`config.mk`:
```
export PLATFORM = sky130hd
export DESIGN_NAME = adc_cycle_ctrl
export DESIGN_NICKNAME = d
export VERILOG_FILES = /design/src/rtl/adc_cycle_pkg.sv /design/src/rtl/adc_pin_sync.sv /design/src/rtl/adc_conv_timer.sv /design/src/rtl/adc_xfer_port.sv /design/src/rtl/adc_cycle_ctrl.sv
export SDC_FILE = /design/constraint.sdc
export NUM_CORES = 1
export LEC_CHECK = 0
export ABC_CLOCK_PERIOD_IN_PS = 2500
export BUFFER_PORTS_ARGS = -buffer_cell sky130_fd_sc_hd__buf_2
export CAP_MARGIN = 40
export CORE_AREA = 4 4 91 67
export DETAILED_ROUTE_END_ITERATION = 8
export DIE_AREA = 0 0 95 71
export GPL_ROUTABILITY_DRIVEN = 0
export PLACE_DENSITY_LB_ADDON = 0.2
export SLEW_MARGIN = 20
export SYNTH_ARGS = -nofsm -noshare
export SYNTH_HDL_FRONTEND = slang
export SYNTH_SLANG_ARGS = --single-unit
export TNS_END_PERCENT = 20
```
`constraint.sdc`:
```
create_clock -name clk -period 2.5 [get_ports clk]
set_input_delay 0.125 -clock clk [delete_from_list [all_inputs] [get_ports clk]]
set_output_delay 0.125 -clock clk [all_outputs]
set_load 0.02 [all_outputs]
```
`src/rtl/adc_cycle_pkg.sv`:
```
package adc_cycle_pkg;

    typedef enum logic [1:0] {
        PH_POR  = 2'd0,
        PH_CONV = 2'd1,
        PH_WAIT = 2'd2,
        PH_XFER = 2'd3
    } phase_t;

    typedef struct packed {
        logic fast;        // 1: short conversion period
        logic deep_sleep;  // 1: reference off while waiting
    } cfg_t;

    localparam logic [1:0] PROG_KEY = 2'b10;

    // Index of each serial pin inside the synchronizer vector
    localparam int PIN_CS  = 0;
    localparam int PIN_SCK = 1;
    localparam int PIN_SDI = 2;
    localparam int PIN_CNT = 3;

    function automatic logic prog_key_ok(input logic [3:0] word);
        return word[3:2] == PROG_KEY;
    endfunction

    function automatic cfg_t prog_decode(input logic [3:0] word);
        cfg_t c;
        c.fast       = word[1];
        c.deep_sleep = word[0];
        return c;
    endfunction

endpackage

```
`src/rtl/adc_pin_sync.sv`:
```
module adc_pin_sync #(
    parameter int N = 3,
    parameter logic [N-1:0] RST_VAL = '0
) (
    input  logic         clk,
    input  logic         rst,
    input  logic [N-1:0] pin_in,
    output logic [N-1:0] pin_s
);
    logic [N-1:0] stage1;
    logic [N-1:0] stage2;

    for (genvar i = 0; i < N; i++) begin : g_bit
        always_ff @(posedge clk) begin
            if (rst) begin
                stage1[i] <= RST_VAL[i];
                stage2[i] <= RST_VAL[i];
            end else begin
                stage1[i] <= pin_in[i];
                stage2[i] <= stage1[i];
            end
        end
    end

    assign pin_s = stage2;
endmodule

```
`src/rtl/adc_conv_timer.sv`:
```
module adc_conv_timer #(
    parameter int SLOW_TICKS = 400,
    parameter int FAST_TICKS = 100
) (
    input  logic clk,
    input  logic rst,
    input  logic start,
    input  logic fast,
    output logic done
);
    localparam int MAX_TICKS = (SLOW_TICKS > FAST_TICKS) ? SLOW_TICKS : FAST_TICKS;
    localparam int CW        = $clog2(MAX_TICKS + 1);

    logic [CW-1:0] cnt;
    logic          run;

    assign done = run && (cnt == '0);

    always_ff @(posedge clk) begin
        if (rst) begin
            cnt <= '0;
            run <= 1'b0;
        end else if (start) begin
            cnt <= fast ? CW'(FAST_TICKS - 1) : CW'(SLOW_TICKS - 1);
            run <= 1'b1;
        end else if (run) begin
            if (cnt == '0) run <= 1'b0;
            else           cnt <= cnt - 1'b1;
        end
    end
endmodule

```
`src/rtl/adc_xfer_port.sv`:
```
module adc_xfer_port
    import adc_cycle_pkg::*;
#(
    parameter int RES_W = 16
) (
    input  logic             clk,
    input  logic             rst,
    input  logic             load,
    input  logic [RES_W-1:0] load_val,
    input  logic             active,
    input  logic             sck_rise,
    input  logic             sck_fall,
    input  logic             sdi_s,
    output logic             sdo_bit,
    output logic             last_fall,
    output logic             cfg_we,
    output cfg_t             cfg_new
);
    localparam int FW = $clog2(RES_W);

    logic [RES_W-1:0] shreg;
    logic [FW-1:0]    fall_cnt;
    logic [2:0]       rise_cnt;
    logic [2:0]       head;
    logic [3:0]       word;

    always_ff @(posedge clk) begin
        if (rst) begin
            shreg    <= '0;
            fall_cnt <= '0;
            rise_cnt <= '0;
            head     <= '0;
        end else begin
            if (load)
                shreg <= load_val;
            else if (active && sck_fall)
                shreg <= {shreg[RES_W-2:0], 1'b0};

            if (!active) begin
                fall_cnt <= '0;
                rise_cnt <= '0;
            end else begin
                if (sck_fall) fall_cnt <= fall_cnt + 1'b1;
                if (sck_rise && rise_cnt != 3'd4) begin
                    head     <= {head[1:0], sdi_s};
                    rise_cnt <= rise_cnt + 1'b1;
                end
            end
        end
    end

    assign word      = {head, sdi_s};
    assign cfg_we    = active && sck_rise && (rise_cnt == 3'd3) && prog_key_ok(word);
    assign cfg_new   = prog_decode(word);
    assign last_fall = active && sck_fall && (fall_cnt == FW'(RES_W - 1));
    assign sdo_bit   = shreg[RES_W-1];
endmodule

```
`src/rtl/adc_cycle_ctrl.sv`:
```
module adc_cycle_ctrl
    import adc_cycle_pkg::*;
#(
    parameter int RES_W      = 16,
    parameter int SLOW_TICKS = 400,
    parameter int FAST_TICKS = 100,
    parameter int POR_TICKS  = 32
) (
    input  logic             clk,
    input  logic             rst,
    input  logic             cs_n,
    input  logic             sck,
    input  logic             sdi,
    input  logic [RES_W-1:0] result_in,
    output logic             sdo,
    output logic             sdo_oe,
    output logic             adc_pwr,
    output logic             ref_pwr
);
    localparam int PW = $clog2(POR_TICKS + 1);

    logic [PIN_CNT-1:0] pin_s;
    logic cs_s, sck_s, sdi_s;
    logic cs_prev, sck_prev;
    logic cs_rise, sck_rise, sck_fall;

    phase_t        phase, phase_nxt;
    logic [PW-1:0] por_cnt;
    logic          por_done;
    cfg_t          cfg, cfg_new;
    logic          cfg_we;
    logic          ref_off;
    logic          go_conv, tmr_done, last_fall, load;

    adc_pin_sync #(.N(PIN_CNT), .RST_VAL(PIN_CNT'(1) << PIN_CS)) u_sync (
        .clk    (clk),
        .rst    (rst),
        .pin_in ({sdi, sck, cs_n}),
        .pin_s  (pin_s)
    );

    assign cs_s  = pin_s[PIN_CS];
    assign sck_s = pin_s[PIN_SCK];
    assign sdi_s = pin_s[PIN_SDI];

    always_ff @(posedge clk) begin
        if (rst) begin
            cs_prev  <= 1'b1;
            sck_prev <= 1'b0;
        end else begin
            cs_prev  <= cs_s;
            sck_prev <= sck_s;
        end
    end

    assign cs_rise  = cs_s & ~cs_prev;
    assign sck_rise = sck_s & ~sck_prev;
    assign sck_fall = ~sck_s & sck_prev;

    adc_conv_timer #(.SLOW_TICKS(SLOW_TICKS), .FAST_TICKS(FAST_TICKS)) u_timer (
        .clk   (clk),
        .rst   (rst),
        .start (go_conv),
        .fast  (cfg.fast),
        .done  (tmr_done)
    );

    assign load = (phase == PH_CONV) && tmr_done;

    adc_xfer_port #(.RES_W(RES_W)) u_xfer (
        .clk       (clk),
        .rst       (rst),
        .load      (load),
        .load_val  (result_in),
        .active    (phase == PH_XFER),
        .sck_rise  (sck_rise),
        .sck_fall  (sck_fall),
        .sdi_s     (sdi_s),
        .sdo_bit   (sdo),
        .last_fall (last_fall),
        .cfg_we    (cfg_we),
        .cfg_new   (cfg_new)
    );

    assign por_done = (por_cnt == PW'(POR_TICKS - 1));

    always_comb begin
        phase_nxt = phase;
        go_conv   = 1'b0;
        unique case (phase)
            PH_POR:  go_conv = por_done;
            PH_CONV: if (tmr_done) phase_nxt = PH_WAIT;
            PH_WAIT: if (!cs_s) phase_nxt = PH_XFER;
            PH_XFER: go_conv = last_fall || cs_rise;
            default: phase_nxt = PH_POR;
        endcase
        if (go_conv) phase_nxt = PH_CONV;
    end

    always_ff @(posedge clk) begin
        if (rst) begin
            phase   <= PH_POR;
            por_cnt <= '0;
            cfg     <= '0;
            ref_off <= 1'b0;
        end else begin
            phase <= phase_nxt;
            if (phase == PH_POR) por_cnt <= por_cnt + 1'b1;
            if (cfg_we) cfg <= cfg_new;
            if (load)
                ref_off <= cfg.deep_sleep;
            else if (phase == PH_WAIT && !cs_s)
                ref_off <= 1'b0;
        end
    end

    assign sdo_oe  = ~cs_s;
    assign adc_pwr = (phase == PH_CONV);
    assign ref_pwr = ~ref_off;
endmodule

```
==> results of run 1 <==
==> power groups by stage <==
stage,Clock (mW),Sequential (mW),Combinational [mW]
3_5_place_dp,0,0.966,0.256
4_1_cts,0.622,0.946,0.256
5_1_grt,0.655,0.953,0.295
2_1_floorplan,0,0.958,0.193
3_3_place_gp,0,0.965,0.253
6_report,0.609,0.946,0.255
==> cell usage in the layout, fill, tap and decap left out, drive strengths merged, types with 2 or more instances in the layout <==
cell / instances
nand4: 5
and3: 2
nor4b: 2
or2: 4
o211ai: 3
a31oi: 2
nor2b: 7
clkbuf: 6
nand2b: 2
mux2i: 9
nand3: 19
ha: 11
a211oi: 5
nor2: 37
o21ai: 4
or4b: 2
o2111ai: 3
a21oi: 9
xnor2: 6
a311oi: 15
nor3: 3
inv: 13
nand2: 27
dfxtp: 55
xor2: 8
nand4b: 3
buf: 29
==> worst paths after layout <==
path | start | slack (ns) | to | depth (start not counted)
setup / recovery | u_timer.cnt[0] | 0.48 | u_timer.cnt[3] | 6
hold / removal | cs_n | 0.006 | u_sync.stage1[0] | 2
setup reg to reg | u_timer.cnt[0] | 0.48 | u_timer.cnt[3] | 6
hold reg to reg | u_sync.stage1[0] | 0.43 | u_sync.pin_s[0] | 1
==> stage by stage <==
step	setup slack (ns)	instances	area, µm²	hold slack [ns]
CTS	0.489	376	2830	0.00297
finish	0.482	376	2830	0.00586
floorplan	0.701	283	2530	0.229
global route	0.308	376	2830	0.00152
detailed placement	0.510	368	2720	0.325
global placement	0.594	368	2720	0.311
==> cell type report <==
class	count	area [µm²]	area share
Multi-Input combinational cell	199	1320	0.465
Sequential cell	55	1100	0.389
Timing Repair Buffer	29	158	0.0557
Tap cell	72	90.1	0.0318
Clock buffer	6	82.6	0.0292
Inverter	13	48.8	0.0172
Clock inverter	2	35.0	0.0124
==> layer usage <==
layer / routed length (µm) / part of all wire
met1: 2820 / 0.57
met3: 258 / 0.052
met2: 1810 / 0.37
met4: 54 / 0.011
met5: 0 / 0
==> kinds of logic (layout without fill, tap and decap cells) <==
kind of cell    Yosys count  count (layout)  share of synthesized area
simple gates            118             118                      0.238
flops                    55              55                      0.435
compound gates           47              47                      0.144
buf+inv                  29              50                     0.0440
xor+xnor                 14              14                     0.0485
fa+ha+maj                11              11                     0.0544
mux                       9               9                     0.0356
==> registers in the layout (all words and copies together), names as in the netlist, 2 cells and up <==
signal and flops:
u_xfer.shreg 16, phase 2, u_xfer.rise_cnt 3, cfg 2, u_sync.pin_s 3, u_timer.cnt 9
u_xfer.fall_cnt 4, u_sync.stage1 3, u_xfer.head 3, por_cnt 6
==> synthesized netlist by cell type, types with 2 or more instances <==
master	instances	area [µm²]
buf_2	2	10.0
dfxtp_1	55	1100
a21oi_1	9	45.0
nand2_1	27	101
nor2b_1	7	43.8
nor2_1	37	139
or2_2	2	12.5
nand4b_1	3	26.3
o211ai_1	2	15.0
xnor2_1	6	52.6
a31oi_1	2	12.5
and3_1	2	12.5
xor2_1	8	70.1
ha_1	11	138
inv_1	13	48.8
o21ai_0	3	15.0
a211oi_1	4	30.0
nor3_1	3	15.0
a311oi_1	15	131
o2111ai_1	2	17.5
nand4_1	5	31.3
nand3_1	19	95.1
nand2b_1	2	12.5
mux2i_1	9	90.1
clkbuf_1	13	48.8
or4b_1	2	20.0
==> impl_metrics.py, run 1 <==
metrics = {
    "status": {
        "status": "finished, final reports clean",
    },
    "floorplan": {
        "io_pins": 25,
        "rows": 22,
        "core_um2": 5170,
        "start_util": 0.489,
        "dieArea_um2": 6750,
        "die_h_um": 71,
        "die_w_um": 95,
    },
    "cts": {
        "cts_max_level": 2,
        "cts_root_buf": "clkbuf_8",
        "cts_resized": 0,
        "worstSkewPairLatency_ns": 0.31,
        "cts_tree": "built",
        "clk_path_buf_depth": 2,
        "cts.clk_slew.worst_paths_ns": 0.10,
        "hold_buffers": 0,
        "cts.sinks": 55,
        "cts_buffers": 5,
        "post-cts-setup-buffers": 0,
    },
    "yosys": {
        "synth-seq-cells": 55,
        "synth_nets": 315,
        "synth_edf_count": 0,
        "synth.distinct_cells": 46,
        "ys_seq_area_frac": 0.435,
        "ys.flop_type": "dfxtp_1",
        "postSynthAreaPerCell_um2": 8.94,
        "synth-async-reset-ratio": 0,
        "netlist_instances": 283,
        "synth_warnings": 0,
        "syn-cell-area_um2": 2530,
    },
    "worst_hold_path": {
        "hold_class": "input pin to flip-flop",
    },
    "finish": {
        "drive_gt1_frac": 0.155,
        "n_fill_cell": 519,
        "antenna_cells": 0,
        "layout.nets": 335,
        "syn2layout_area_growth_pct": 12.0,
        "fin_util": 0.547,
    },
    "global_route": {
        "grtUsageMet2": 0.190,
        "antenna_found_initial": 0,
        "grt_pass1_wl_mm": 8.22,
        "overflow": 0,
        "grt_use_met3": 0.0414,
        "grt_util_all_layers": 0.152,
        "grt_max_degree": 34,
        "grt-busiest-layer": "met1",
        "grt_pass1_vias": 1731,
        "met1_usage": 0.247,
    },
    "detailed_routing": {
        "wirelength_mm": 4.94,
        "drc": 0,
        "ant_nets": 0,
        "avgViaCountPerCell": 5.19,
        "wl_per_cell_um": 13.1,
        "dr.pass1.iters": 4,
        "drtIter0Drc": 131,
        "vias": 1953,
    },
    "sta": {
        "clock.fmax_ghz": 0.495,
        "fin_skew_ns": 0.00550,
        "fin_setup_tns_ns": 0,
        "post-route-period-util": 0.807,
        "maxSlewHeadroom": 0.650,
        "drv_slew": 0,
        "finalHoldViolCount": 0,
        "rsz0062_at_grt": "false",
        "min_period_ns": 2.02,
        "setup_viol": 0,
        "worst_pin_slew_ns": 0.524,
    },
    "power": {
        "p_sw_mw": 0.464,
        "switching_share": 0.256,
        "power_leakage_nw": 1.06,
        "pwr-share-comb": 0.141,
        "max-vdd-ir-drop_mv": 0.314,
        "powerDensity_nw_per_um2": 639,
        "power_mw": 1.81,
        "pwr-share-seq": 0.523,
        "power.internal_mw": 1.35,
        "p_clk_frac": 0.337,
    },
    "critical_path": {
        "max_stage_delay_ns": 0.61,
        "arrival_ns": 2.25,
        "crit_chain": "inv_1, ha_1, or4b_1, o2111ai_1, xor2_1, a211oi_1",
        "crit_path_max_fanout": 6,
        "cp_top_family": "simple AND/OR/NAND/NOR gates",
        "crit_required_ns": 2.73,
        "end_kind": "flip-flop",
        "path_buf_inv": 1,
        "slowest_stage": "or4b_1",
        "startpoint_type": "flip-flop",
        "critical_path_class": "flip-flop to flip-flop",
    },
    "placement": {
        "port_buffers": 24,
        "hpwl_mm": 3.44,
    },
    "flow_run": {
        "drv_cap": 0,
    },
}
No activity file was read; power rests on OpenSTA's default activity.
==> run 2: changes to the inputs <==
- ABC_CLOCK_PERIOD_IN_PS: 2500 -> 1800
- clock period: 2.5 -> 1.8 ns (I/O delays scaled with it)
==> run 2 against run 1 <==
Combinational power up 110%; sequential cell count stayed put; clock power rose by 7.7%; non-clock buffer count up 25.
==> impl_metrics.py, run 2 (same netlist as run 1, synthesis figures left out) <==
metrics = {
    "critical_path": {
        "crit_cells": 6,
        "end_kind": "flip-flop",
        "crit_chain": "inv_1, ha_2, or4b_4, o2111ai_2, xor2_1, a211oi_2",
        "path_buf_inv": 1,
        "max_stage_delay_ns": 0.53,
        "crit_required_ns": 1.99,
        "crit_end": "u_timer.cnt[3]",
        "slowest_stage": "or4b_4",
        "startpoint": "u_timer.cnt[0]",
        "critical_path_class": "flip-flop to flip-flop",
        "reg2reg_slack_ns": 0.05,
        "reg2reg_depth": 6,
        "timing.rr.start": "u_timer.cnt[0]",
        "arrival_ns": 1.94,
        "crit_path_max_fanout": 6,
        "cp_top_family": "simple AND/OR/NAND/NOR gates",
        "r2r-end": "u_timer.cnt[3]",
        "startpoint_type": "flip-flop",
    },
    "global_route": {
        "grt_util_all_layers": 0.165,
        "grt_pass1_vias": 2008,
        "grt_pass1_wl_mm": 9.05,
        "antenna_found_initial": 0,
        "grt_max_degree": 41,
        "overflow": 0,
    },
    "finish": {
        "multi_input_area_um2": 1410,
        "n_fill_cell": 481,
        "layout.cells.non_filler": 401,
        "drive_gt1_frac": 0.249,
        "seq_area_um2": 1100,
        "reg_top3": "u_xfer.shreg (16), u_timer.cnt (9), por_cnt (6)",
        "antenna_cells": 0,
        "largest_register": "u_xfer.shreg",
        "syn2layout_area_growth_pct": 23.1,
        "final_common_cell": "dfxtp_1",
        "largest_reg_flops": 16,
        "layout.nets": 360,
        "most-common-layout-cells": "dfxtp_1 (54), nor2_1 (37), nand2_1 (27), buf_2 (24), buf_4 (24)",
    },
    "sta": {
        "drv_slew": 0,
        "fin_skew_ns": 0.00550,
        "clock.fmax_ghz": 0.572,
        "rsz0062_at_grt": "true",
        "min_period_ns": 1.75,
        "setup_viol": 0,
        "fin_setup_tns_ns": 0,
        "post-route-period-util": 0.971,
        "final.setup.worst_slack_ns": 0.0531,
        "maxSlewHeadroom": 0.709,
        "worst_pin_slew_ns": 0.436,
        "finalHoldViolCount": 0,
    },
    "power": {
        "powerDensity_nw_per_um2": 799,
        "power_leakage_nw": 1.18,
        "power_mw": 2.49,
        "max-vdd-ir-drop_mv": 0.383,
    },
    "placement": {
        "dp.cells": 390,
        "place_ws_ns": -0.0589,
        "port_buffers": 24,
        "hpwl_mm": 3.68,
    },
    "detailed_routing": {
        "dr.pass1.iters": 4,
        "drc": 0,
        "wl_per_cell_um": 13.5,
        "ant_nets": 0,
        "avgViaCountPerCell": 5.26,
        "wirelength_mm": 5.40,
        "vias": 2108,
        "drtIter0Drc": 99,
    },
    "flow_run": {
        "drv_cap": 0,
    },
    "cts": {
        "cts_buffers": 5,
        "post-cts-setup-buffers": 0,
        "worstSkewPairLatency_ns": 0.30,
        "cts.clk_slew.worst_paths_ns": 0.09,
        "cts_root_buf": "clkbuf_8",
        "cts_tree": "built",
        "cts.sinks": 55,
        "cts_max_level": 2,
        "clk_path_buf_depth": 2,
    },
    "floorplan": {
        "die_h_um": 71,
        "dieArea_um2": 6750,
        "die_w_um": 95,
        "core_um2": 5170,
        "io_pins": 25,
        "start_util": 0.489,
        "rows": 22,
    },
    "status": {
        "status": "finished, final reports clean",
    },
    "worst_hold_path": {
        "hold_start": "rst",
        "hold_class": "input pin to flip-flop",
    },
}
run 2: changes by cell type in the layout (fill, tap and decap cells not counted), moves of 2 or more:
| cell | delta |
|---|---|
| buf_4 | +19 |
| buf_12 | +2 |
| ha_1 | -2 |
| a211oi_1 | -2 |
| o2111ai_2 | +2 |
| clkbuf_1 | +2 |
| dlygate4sd3_1 | +3 |
| a211oi_2 | +2 |
| or4b_1 | -2 |
| or4b_4 | +2 |
| o2111ai_1 | -2 |
run 2: final cells by class:
type | count | area share
sequential | 55 | 0.354
clock buffer | 7 | 0.0245
clock inverter | 1 | 0.00161
tap | 72 | 0.0289
multi-input combinational | 199 | 0.453
timing repair buffer | 54 | 0.123
inverter | 13 | 0.0157
run 2: layer usage:
| metal | vias up | wire (µm) | GRT usage |
|---|---|---|---|
| met5 | - | 0 | 0 |
| met4 | 0 | 22 | 0.0256 |
| met3 | 4 | 204 | 0.0414 |
| met2 | 28 | 2290 | 0.255 |
| met1 | 989 | 2880 | 0.236 |
| li1 | 1087 | - | - |
run 2: per-stage QoR:
step                cell area [µm²]  hold WS, ns  utilization
finish                         3110       0.0560        0.602
global route                   3110       0.0595        0.602
CTS                            3040       0.0564        0.587
detailed placement             2910        0.278        0.561
global placement               2910        0.278        0.561
floorplan                      2530        0.194            -
run 2: worst reg2reg max path, cell delays in order (launching register included):
cell and delay [ns]:
dfxtp_1 0.32, inv_1 0.08, ha_2 0.20, or4b_4 0.53, o2111ai_2 0.23, xor2_1 0.20
a211oi_2 0.08
run 2: report_power, final:
| part | switching, mW | internal, mW | total, mW |
|---|---|---|---|
| Combinational | 0.261 | 0.270 | 0.531 |
| Clock | 0.381 | 0.274 | 0.656 |
| Sequential | 0.0312 | 1.27 | 1.30 |
run 2: worst min-delay path by stage:
stage | end | slack, ns | cells after the start
6_report | u_sync.stage1[1] | 0.06 | 2
5_1_grt | u_sync.pin_s[1] | 0.06 | 2
4_1_cts | u_sync.stage1[1] | 0.06 | 2
3_5_place_dp | u_sync.stage1[0] | 0.28 | 2
3_3_place_gp | u_sync.stage1[0] | 0.28 | 2
2_1_floorplan | u_sync.stage1[0] | 0.19 | 1
run 2: timing repair:
item | in CTS | in global routing
hold endpoints to repair | 3 | 0
endpoints found under the setup margin | 6 | 12
pin swaps | 1 | 3
gates resized for setup | 3 | 16
hold buffers | 3 | 0
==> run 3: changes to the inputs <==
- SETUP_SLACK_MARGIN: default -> 0.15
==> run 3 against run 2 <==
Via count rose by 0.81%; sequential cell count did not move; wire length increased by 1.4%; final area increased by 0.68%; utilization increased by 0.41 points; setup slack gained 0.026 ns; cell count is 1.0% lower; register-to-register slack better by 0.03 ns; combinational power down 3%; sequential share of layout area decreased by 0.081 points; first-iteration DRC count up 40%; critical path type unchanged.
==> impl_metrics.py, run 3 (same netlist as run 1, synthesis figures left out) <==
metrics = {
    "sta": {
        "maxSlewHeadroom": 0.632,
        "setup_viol": 0,
        "rsz0062_at_grt": "true",
        "worst_pin_slew_ns": 0.551,
        "clock.fmax_ghz": 0.581,
        "fin_skew_ns": 0.00641,
        "fin_setup_tns_ns": 0,
        "finalHoldViolCount": 0,
        "min_period_ns": 1.72,
        "post-route-period-util": 0.956,
        "final.setup.worst_slack_ns": 0.0787,
        "drv_slew": 0,
    },
    "finish": {
        "final_common_cell": "dfxtp_1",
        "layout.nets": 358,
        "largest_register": "u_xfer.shreg",
        "layout.cells.non_filler": 397,
        "most-common-layout-cells": "dfxtp_1 (50), nor2_1 (37), nand2_1 (27), buf_2 (24), buf_4 (22)",
        "drive_gt1_frac": 0.271,
        "syn2layout_area_growth_pct": 23.9,
        "reg_top3": "u_xfer.shreg (16), u_timer.cnt (9), por_cnt (6)",
        "antenna_cells": 0,
        "largest_reg_flops": 16,
    },
    "placement": {
        "port_buffers": 24,
        "dp.cells": 378,
        "hpwl_mm": 3.69,
        "place_ws_ns": 0.0346,
    },
    "critical_path": {
        "crit_path_max_fanout": 6,
        "reg2reg_depth": 6,
        "slowest_stage": "or4b_4",
        "max_stage_delay_ns": 0.55,
        "startpoint_type": "flip-flop",
        "crit_chain": "inv_2, ha_4, or4b_4, o2111ai_4, xor2_1, a211oi_2",
        "arrival_ns": 1.91,
        "end_kind": "flip-flop",
        "critical_path_class": "flip-flop to flip-flop",
        "crit_required_ns": 1.99,
    },
    "floorplan": {
        "rows": 22,
        "io_pins": 25,
        "dieArea_um2": 6750,
        "die_h_um": 71,
        "die_w_um": 95,
        "core_um2": 5170,
        "start_util": 0.489,
    },
    "cts": {
        "cts.clk_slew.worst_paths_ns": 0.09,
        "cts.sinks": 55,
        "cts_max_level": 2,
        "worstSkewPairLatency_ns": 0.30,
        "clk_path_buf_depth": 2,
        "cts_root_buf": "clkbuf_8",
        "cts_buffers": 5,
        "cts_tree": "built",
    },
    "detailed_routing": {
        "drc": 0,
        "dr.pass1.iters": 5,
        "wl_per_cell_um": 13.8,
        "ant_nets": 0,
        "avgViaCountPerCell": 5.35,
        "wirelength_mm": 5.47,
        "vias": 2125,
        "drtIter0Drc": 139,
    },
    "global_route": {
        "grt_pass1_vias": 1913,
        "antenna_found_initial": 0,
        "grt_pass1_wl_mm": 9.03,
        "grt_util_all_layers": 0.168,
        "grt_max_degree": 40,
        "overflow": 0,
    },
    "flow_run": {
        "drv_cap": 0,
    },
    "worst_hold_path": {
        "whs_path_depth": 3,
        "hold_class": "input pin to flip-flop",
    },
    "power": {
        "max-vdd-ir-drop_mv": 0.362,
        "powerDensity_nw_per_um2": 782,
        "power_mw": 2.45,
        "power_leakage_nw": 1.17,
    },
    "status": {
        "status": "finished, final reports clean",
    },
}
run 3: cell types whose count changed in the layout (fill, tap and decap cells not counted), moves of 3 or more:
cell	before	now
dfxtp_1	54	50
dfxtp_2	1	5
inv_1	12	9
inv_2	1	4
run 3: path summary, 6_finish.rpt:
check                                      start  slack [ns]               end
worst max-delay path              u_timer.cnt[1]        0.08    u_timer.cnt[3]
worst min-delay path               result_in[13]        0.06  u_xfer.shreg[13]
worst max register to register    u_timer.cnt[1]        0.08    u_timer.cnt[3]
worst min register to register  u_sync.stage1[0]        0.42   u_sync.pin_s[0]
run 3: repair_timing:
action / 4_1_cts / 5_1_grt
gates resized for setup: 9 / 10
cloned: 0 / 0
setup endpoints to repair: 14 / 29
setup buffers: 5 / 5
pin swaps: 6 / 10
hold endpoints to repair: 3 / 0
hold buffers: 3 / 0
run 3: final cells by class:
type                    instances  area (µm²)
well taps                      72        90.1
repair buffers                 52         367
clock buffers                   5        68.8
clock inverters                 1        7.51
flip-flops and latches         55        1110
multi-input cells             199        1450
inverters                      13        48.8
fillers                       472        2040
run 3: metal layers:
metal	wire (µm)	vias to the layer above	GRT usage
li1	-	1080	-
met1	2720	982	0.247
met2	2310	56	0.235
met3	373	7	0.0446
met4	64	0	0.0560
met5	0	-	0
run 3: report_power, final:
part / switching (mW) / internal [mW] / total (mW)
clock: 0.361 / 0.259 / 0.620
sequential: 0.0466 / 1.27 / 1.32
combinational: 0.262 / 0.251 / 0.513
total: 0.670 / 1.78 / 2.45
run 3: worst max-delay path, delay by kind of cell, from the launching register on:
kind | cells | cell delay [ns]
DFF | 1 | 0.34
xor gates and xnor gates | 1 | 0.19
AOI/OAI and AO/OA | 2 | 0.31
adders and majority gates | 1 | 0.15
buffers and inverters | 1 | 0.07
and+or+nand+nor | 1 | 0.55
run 3: metrics by stage:
step,area [µm²],util,hold slack [ns]
global placement,2870,0.554,0.278
floorplan,2590,-,0.194
finish,3140,0.606,0.0577
CTS,3060,0.590,0.0493
detailed placement,2870,0.554,0.293
global route,3140,0.606,0.0541
